===== config.mk =====
export PLATFORM = sky130hd
export DESIGN_NAME = ser_loader_top
export DESIGN_NICKNAME = d
export VERILOG_FILES = /design/src/rtl/slp_pkg.sv /design/src/rtl/slp_pin_sync.sv /design/src/rtl/slp_shifter.sv /design/src/rtl/slp_buffers.sv /design/src/rtl/ser_loader_top.sv
export SDC_FILE = /design/constraint.sdc
export NUM_CORES = 1
export LEC_CHECK = 0
export BUFFER_PORTS_ARGS = -buffer_cell sky130_fd_sc_hd__buf_2
export CAP_MARGIN = 10
export CORE_UTILIZATION = 40
export DETAILED_ROUTE_END_ITERATION = 10
export RECOVER_POWER = 50
export SLEW_MARGIN = 40
export SYNTH_ARGS = -nofsm -noshare
export SYNTH_HDL_FRONTEND = slang
export SYNTH_SLANG_ARGS = --single-unit
export TNS_END_PERCENT = 100

===== constraint.sdc =====
create_clock -name clk -period 1.67 [get_ports clk]
set_input_delay 0.0835 -clock clk [delete_from_list [all_inputs] [get_ports clk]]
set_output_delay 0.0835 -clock clk [all_outputs]
set_load 0.01 [all_outputs]

===== src/rtl/slp_pkg.sv =====
package slp_pkg;

    localparam int SR_W   = 24;
    localparam int CODE_W = 2;
    localparam int PAY_W  = SR_W - CODE_W;
    localparam int REF_W  = 16;
    localparam int AB_W   = 4;

    typedef enum logic [CODE_W-1:0] {
        DST_REF  = 2'b00,
        DST_F1   = 2'b01,
        DST_F2   = 2'b10,
        DST_ABUF = 2'b11
    } dest_e;

    typedef struct packed {
        logic [14:0] m;
        logic [3:0]  a;
        logic [1:0]  gain;
        logic        sense;
    } fword_t;

    typedef struct packed {
        logic [12:0] ratio;
        logic [1:0]  pd_en;
        logic        pre;
    } rword_t;

endpackage


===== src/rtl/slp_pin_sync.sv =====
module slp_pin_sync #(
    parameter int STAGES = 2
) (
    input  logic clk,
    input  logic rst_n,
    input  logic sclk_pin,
    input  logic sdata_pin,
    input  logic sen_pin,
    output logic sclk_rise,
    output logic sen_fall,
    output logic en_lvl,
    output logic data_lvl
);

    localparam int LAST = STAGES - 1;

    typedef struct packed {
        logic [STAGES-1:0] sclk_s;
        logic [STAGES-1:0] data_s;
        logic [STAGES-1:0] en_s;
        logic              sclk_prev;
        logic              en_prev;
    } sync_t;

    sync_t st_d, st_q;

    always_comb begin
        st_d           = st_q;
        st_d.sclk_s    = {st_q.sclk_s[STAGES-2:0], sclk_pin};
        st_d.data_s    = {st_q.data_s[STAGES-2:0], sdata_pin};
        st_d.en_s      = {st_q.en_s[STAGES-2:0], sen_pin};
        st_d.sclk_prev = st_q.sclk_s[LAST];
        st_d.en_prev   = st_q.en_s[LAST];
    end

    always_ff @(posedge clk or negedge rst_n) begin
        if (!rst_n) st_q <= '0;
        else        st_q <= st_d;
    end

    assign sclk_rise = st_q.sclk_s[LAST] & ~st_q.sclk_prev;
    assign sen_fall  = ~st_q.en_s[LAST] & st_q.en_prev;
    assign en_lvl    = st_q.en_s[LAST];
    assign data_lvl  = st_q.data_s[LAST];

endmodule


===== src/rtl/slp_shifter.sv =====
module slp_shifter
    import slp_pkg::*;
(
    input  logic              clk,
    input  logic              rst_n,
    input  logic              sclk_rise,
    input  logic              sen_fall,
    input  logic              en_lvl,
    input  logic              data_lvl,
    output logic              xfer_vld,
    output dest_e             xfer_dest,
    output logic [PAY_W-1:0]  xfer_pay
);

    localparam int CNT_W = $clog2(SR_W + 1) + 1;
    localparam logic [CNT_W-1:0] CNT_FULL = CNT_W'(SR_W);
    localparam logic [CNT_W-1:0] CNT_SAT  = CNT_W'(SR_W + 1);

    typedef struct packed {
        logic [SR_W-1:0]  sr;
        logic [CNT_W-1:0] cnt;
        logic             vld;
        dest_e            dest;
        logic [PAY_W-1:0] pay;
    } shf_t;

    shf_t s_d, s_q;

    always_comb begin
        s_d     = s_q;
        s_d.vld = 1'b0;
        if (sen_fall) begin
            s_d.vld  = (s_q.cnt == CNT_FULL);
            s_d.dest = dest_e'(s_q.sr[CODE_W-1:0]);
            s_d.pay  = s_q.sr[SR_W-1:CODE_W];
            s_d.cnt  = '0;
        end else if (en_lvl && sclk_rise) begin
            s_d.sr = {s_q.sr[SR_W-2:0], data_lvl};
            if (s_q.cnt != CNT_SAT) s_d.cnt = s_q.cnt + 1'b1;
        end
    end

    always_ff @(posedge clk or negedge rst_n) begin
        if (!rst_n) s_q <= '0;
        else        s_q <= s_d;
    end

    assign xfer_vld  = s_q.vld;
    assign xfer_dest = s_q.dest;
    assign xfer_pay  = s_q.pay;

endmodule


===== src/rtl/slp_buffers.sv =====
module slp_buffers
    import slp_pkg::*;
(
    input  logic             clk,
    input  logic             rst_n,
    input  logic             xfer_vld,
    input  dest_e            xfer_dest,
    input  logic [PAY_W-1:0] xfer_pay,
    input  logic             f1_sel,
    output fword_t           f1_word,
    output fword_t           f2_word,
    output rword_t           ref_word,
    output logic [AB_W-1:0]  ab_word,
    output fword_t           act_word
);

    typedef struct packed {
        fword_t          f1;
        fword_t          f2;
        rword_t          rw;
        logic [AB_W-1:0] ab;
        fword_t          act;
    } buf_t;

    buf_t b_d, b_q;

    always_comb begin
        b_d = b_q;
        if (xfer_vld) begin
            case (xfer_dest)
                DST_REF:  b_d.rw = rword_t'(xfer_pay[REF_W-1:0]);
                DST_F1:   b_d.f1 = fword_t'(xfer_pay);
                DST_F2:   b_d.f2 = fword_t'(xfer_pay);
                default:  b_d.ab = xfer_pay[AB_W-1:0];
            endcase
        end
        b_d.act = f1_sel ? b_q.f1 : b_q.f2;
    end

    always_ff @(posedge clk or negedge rst_n) begin
        if (!rst_n) b_q <= '0;
        else        b_q <= b_d;
    end

    assign f1_word  = b_q.f1;
    assign f2_word  = b_q.f2;
    assign ref_word = b_q.rw;
    assign ab_word  = b_q.ab;
    assign act_word = b_q.act;

endmodule


===== src/rtl/ser_loader_top.sv =====
module ser_loader_top
    import slp_pkg::*;
#(
    parameter int SYNC_STAGES = 2
) (
    input  logic        clk,
    input  logic        rst_n,
    input  logic        ser_clk,
    input  logic        ser_data,
    input  logic        ser_en,
    input  logic        f1_sel,
    output logic [14:0] div_m,
    output logic [3:0]  div_a,
    output logic [1:0]  pd_gain,
    output logic        pd_sense,
    output logic [12:0] ref_ratio,
    output logic [1:0]  pd_enable,
    output logic        pre_range,
    output logic [3:0]  a_buf
);

    logic             sclk_rise, sen_fall, en_lvl, data_lvl;
    logic             xfer_vld;
    dest_e            xfer_dest;
    logic [PAY_W-1:0] xfer_pay;
    fword_t           f1_word, f2_word, act_word;
    rword_t           ref_word;
    logic [AB_W-1:0]  ab_word;

    slp_pin_sync #(.STAGES(SYNC_STAGES)) sync_i (
        .clk       (clk),
        .rst_n     (rst_n),
        .sclk_pin  (ser_clk),
        .sdata_pin (ser_data),
        .sen_pin   (ser_en),
        .sclk_rise (sclk_rise),
        .sen_fall  (sen_fall),
        .en_lvl    (en_lvl),
        .data_lvl  (data_lvl)
    );

    slp_shifter shf_i (
        .clk       (clk),
        .rst_n     (rst_n),
        .sclk_rise (sclk_rise),
        .sen_fall  (sen_fall),
        .en_lvl    (en_lvl),
        .data_lvl  (data_lvl),
        .xfer_vld  (xfer_vld),
        .xfer_dest (xfer_dest),
        .xfer_pay  (xfer_pay)
    );

    slp_buffers buf_i (
        .clk       (clk),
        .rst_n     (rst_n),
        .xfer_vld  (xfer_vld),
        .xfer_dest (xfer_dest),
        .xfer_pay  (xfer_pay),
        .f1_sel    (f1_sel),
        .f1_word   (f1_word),
        .f2_word   (f2_word),
        .ref_word  (ref_word),
        .ab_word   (ab_word),
        .act_word  (act_word)
    );

    assign div_m     = act_word.m;
    assign div_a     = act_word.a;
    assign pd_gain   = act_word.gain;
    assign pd_sense  = act_word.sense;
    assign ref_ratio = ref_word.ratio;
    assign pd_enable = ref_word.pd_en;
    assign pre_range = ref_word.pre;
    assign a_buf     = ab_word;

endmodule


# Yosys cells after proc, flatten, opt, wreduce, memory -nomap -nowiden
# Cells that the tools add are included.
# totals
register_bits	149
latch_bits	0
ramBits	0
rom_bits	0
in_bits	6
out_inout_bits	42
wordCells	53
n_memories	0
# classes
n_addsub	1
mul	0
div_mod_pow	0
magnitude_cmp	0
eq_ne	4
shifts	0
muxes	5
bitwise_logic	6
reduce_logical	11
# ops
cell	n
25-bit two-way mux	1
22-bit two-way mux	1
6-bit two-way mux	3
2-bit AND reduction	6
6-bit by 1-bit adder with 6-bit output, second input constant	1
6-bit by 5-bit == test with 1-bit output, second input constant	1
6-bit by 5-bit inequality test with 1-bit output, second input constant	1
1-bit inverter	4
2-bit nonzero test	2
3-bit OR reduction	1
1-bit bitwise AND	2
2-bit by 1-bit == test with 1-bit output, second input constant	1
2-bit == test, second input constant	1
2-bit logical NOT	1
1-bit logical AND	1

# Logic depth before layout (Yosys ltp)
# depth
ltp_word	5
mapped_depth	5
mapped_depth_nobuf	4

# Hierarchy
# From an unflattened synthesis, not the netlist that was laid out.
# unflattened
hier_cells	358
area_unflattened_um2	5805.6
# by_module_without_submodules
module	instances	cells_each	area_each_um2	seq_area_each_um2
slp_buffers	1	183	3214.3	2152.1
slp_shifter	1	165	2363.5	1376.3
slp_pin_sync	1	10	227.7	200.2

# Worst setup path before layout
# Ideal clock, no wire load.
# synth_path
path_type	register to register
start	reg shf_i.s_q, in the netlist shf_i.xfer_dest[0]
end	reg buf_i.b_q, in the netlist buf_i.ref_word[10]
setup_time_ps	125
arrival_time_ps	1262
required_time_ps	1545
slack_ps	284
stages_incl_launch_ff	4
n_path_buf	1
period_less_slack_ps	1386
cell_sequence	dfrtp_1 -> nor3b_4 -> buf_6 -> mux2_2
# synth_via
elab_chain_len	2
# synth_lines
element	line	rtl
start: declaration	slp_shifter.sv:27	shf_t s_d, s_q;
start signal: assignment	slp_shifter.sv:44	if (!rst_n) s_q <= '0;
start signal: assignment	slp_shifter.sv:45	else s_q <= s_d;
2-bit logical NOT	slp_buffers.sv:30	case (xfer_dest)
2-bit AND reduction (no source line)	--	
end signal: assignment	slp_buffers.sv:41	if (!rst_n) b_q <= '0;
end signal: assignment	slp_buffers.sv:42	else b_q <= b_d;
end: declaration	slp_buffers.sv:25	buf_t b_d, b_q;
# No other way between the ends.
# A chain may end at the register's enable or synchronous reset.

# Final worst setup path
# layout_path
start	reg sync_i.st_q, in the netlist sync_i.en_lvl
end	reg shf_i.s_q, in the netlist shf_i.xfer_pay[9]
# layout_via
elab_chain_len	2
# layout_lines
element	line	rtl
start: declaration	slp_pin_sync.sv:25	sync_t st_d, st_q;
start signal: assignment	slp_pin_sync.sv:38	else st_q <= st_d;
1-bit inverter	slp_pin_sync.sv:42	assign sen_fall = ~st_q.en_s[LAST] & st_q.en_prev;
1-bit bitwise AND	slp_pin_sync.sv:42	
# No other way between the ends.

==> reports/results.ini <==
[pwr]
irDropWorstVdd_uv=556
combinationalPowerShare_pct=4.4
p_clk_share_pct=45.5
p_per_area_mw_per_mm2=1200
switching_share_pct=22.1
power_leakage_nw=3.58
p_sw_mw=1.76
power.total_mw=7.98
pwr-share-seq_pct=50.1
intPower_mw=6.22

[clock_tree]
clkTransAtPathRegs_ps=60
hold_buffers=4
post_cts_buffers=0
root_buffer=clkbuf_16
clock_sinks=149
h-tree-depth=4
clockBufferDepth=2
tritoncts=done
cts_buffers=17
cts_resized=0
clk_latency_ps=420

[place]
place_ws_ps=192
portBuffers=47
dpl.cell_count=600
gp_congestion=0.761
dp_hpwl_um=6160
placed_area_sq_mm=0.00608

[synthesis]
avgSynthCellArea_sq_um=14.7
ys_async_sr_fraction_pct=100
synth-main-ff-cell=dfrtp_1
ys_seq_area_share_pct=66.8
synth_common_cells=dfrtp_1, mux2_2, nand2_1, buf_2, buf_4
syn_nets=389
synth_most_common_cell=dfrtp_1
synth_top_cell_by_area=dfrtp_1
synth_seq_cells=149
synth_area_sq_mm=0.00558
yosysWarnings=0
synth_edf_count=0
synthCells=380
synth_top_area_share_pct=66.8
synth_cell_types=29
synth_area_leaders=dfrtp_1, mux2_2, nand2_1

[routing]
drt.antenna.violating_nets=0
drt-initial-drc-count=175
dr.pass1.iters=4
wl_per_cell_um=15.3
drc=0
viasPerCell=4.78
via_count=3036
drt_wl_total_um=9700

[layout]
syn_to_final_growth_pct=19.7
final_cell_area_sq_mm=0.00668
n_antenna_cell=0
final_util_pct=49.8
multi_input_area_sq_mm=0.00175
final_cells=635
fill_cells=1162
nNetsFinal=456
drive_gt1_share_pct=43.4
seq_area_sq_mm=0.00373

[sta]
timing.fmax_mhz=681
fin_crit_sh_pct=88.0
timing.final.max_slew_violations=0
tightest_slew_ps=816
period_needed_ps=1470
setup_slack_ps=201
tns_ps=0
finalSetupViolCount=0
max_slew_margin_pct=45.6
rsz0062_at_grt=false
hold_viol=0
fin_worst_skew_ps=13.0
hold-worst-slack_ps=298

[critical_path]
critPathArrivalTime_ps=1820
r2r.worst_path.cells=4
crit_path_start_kind=register
cp-end-kind=register
r2r_start=sync_i.en_lvl
rrSetupSlack_ps=200
critPathRequiredTime_ps=2030
r2r_end=shf_i.xfer_pay[9]
critical_path.max_fanout=15
critPathKind=register to register

[floorplanning]
die_h_um=120
io_pins=48
rows=42
coreArea_sq_mm=0.0134
initial_core_util_pct=41.6
dieArea_sq_mm=0.0144
fp.dieW_um=120

[hold_path]
min_path_type=input port to async pin

[global_routing]
grtUsageTotal_pct=15.3
grt.overflow.total=0
grt_pass1_wl_um=16500
grt_max_degree=58
antenna_found_initial=0
grt_pass1_vias=3156

[status]
run_status=complete, no violations

[flow_run]
maxCapViolations=0

-- power by group through the flow --
stage	combinational (mW)	clock, mW	sequential [mW]
global route	0.401	3.87	4.03
CTS	0.366	3.73	4.00
finish	0.349	3.63	4.00
global placement	0.344	0	4.05
detailed placement	0.356	0	4.06
floorplan	0.222	0	3.98
-- kinds of logic after synthesis --
| kind of cell | synth area share [%] |
|---|---|
| flip-flops | 66.8 |
| multiplexers | 22.6 |
| AND/OR/NAND/NOR | 7.00 |
| buffers and inverters | 1.79 |
| AO/OA/AOI/OAI | 1.10 |
| adder cells (fa/ha/maj) | 0.673 |
-- sequential cells by signal (all words and copies together) (netlist names) --
signal and flops:
buf_i.ab_word 4, shf_i.xfer_vld 1, sync_i.data_lvl 1, sync_i.en_lvl 1
buf_i.f2_word 22, shf_i.xfer_pay 22, buf_i.ref_word 16, buf_i.f1_word 22
buf_i.act_word 22, sync_i.st_d 4, shf_i.s_q 30, sync_i.st_q 2
shf_i.xfer_dest 2
-- worst max-delay path, stage by stage, from the launching register on --
cell,delay (ps)
dfrtp_1,410
nand2b_1,500
buf_4,340
nand2_1,90
nand2_1,70
-- per-layer routing --
metal / vias up / track usage, % / share of wire (%)
li1: 1430 / - / -
met1: 1541 / 20.7 / 50
met2: 56 / 22.4 / 45
met3: 9 / 4.61 / 3.5
met4: 0 / 6.95 / 1.4
met5: - / 0 / 0
-- cells in the final DEF, fill, tap and decap left out, types with 3 or more instances in the layout --
cell type | synthesis | routed
nand3b_1 | 3 | 3
dlygate4sd3_1 | 0 | 4
buf_4 | 4 | 9
buf_2 | 8 | 46
mux2_2 | 111 | 108
dfrtp_1 | 149 | 149
nand2_1 | 75 | 75
clkbuf_16 | 0 | 17
ha_1 | 3 | 3
clkinv_2 | 0 | 4
mux2_1 | 0 | 3
clkbuf_1 | 1 | 3
-- worst max-delay path by stage --
stage                              end                from  depth (start not counted)
detailed placement  shf_i.xfer_dest[0]       sync_i.en_lvl                          4
CTS                 shf_i.xfer_pay[10]       sync_i.en_lvl                          4
finish               shf_i.xfer_pay[9]       sync_i.en_lvl                          4
global placement    shf_i.xfer_dest[0]       sync_i.en_lvl                          4
floorplan           buf_i.ref_word[10]  shf_i.xfer_dest[0]                          3
global route         shf_i.xfer_pay[9]       sync_i.en_lvl                          4
-- area by class of cell --
cell class | count | share of cell area [%]
sequential | 149 | 55.9
clock buffer | 22 | 6.95
tap | 176 | 3.30
timing repair buffer | 64 | 5.98
clock inverter | 9 | 1.56
inverter | 2 | 0.112
multi-input combinational | 213 | 26.2
No activity file was read; power rests on OpenSTA's default activity.
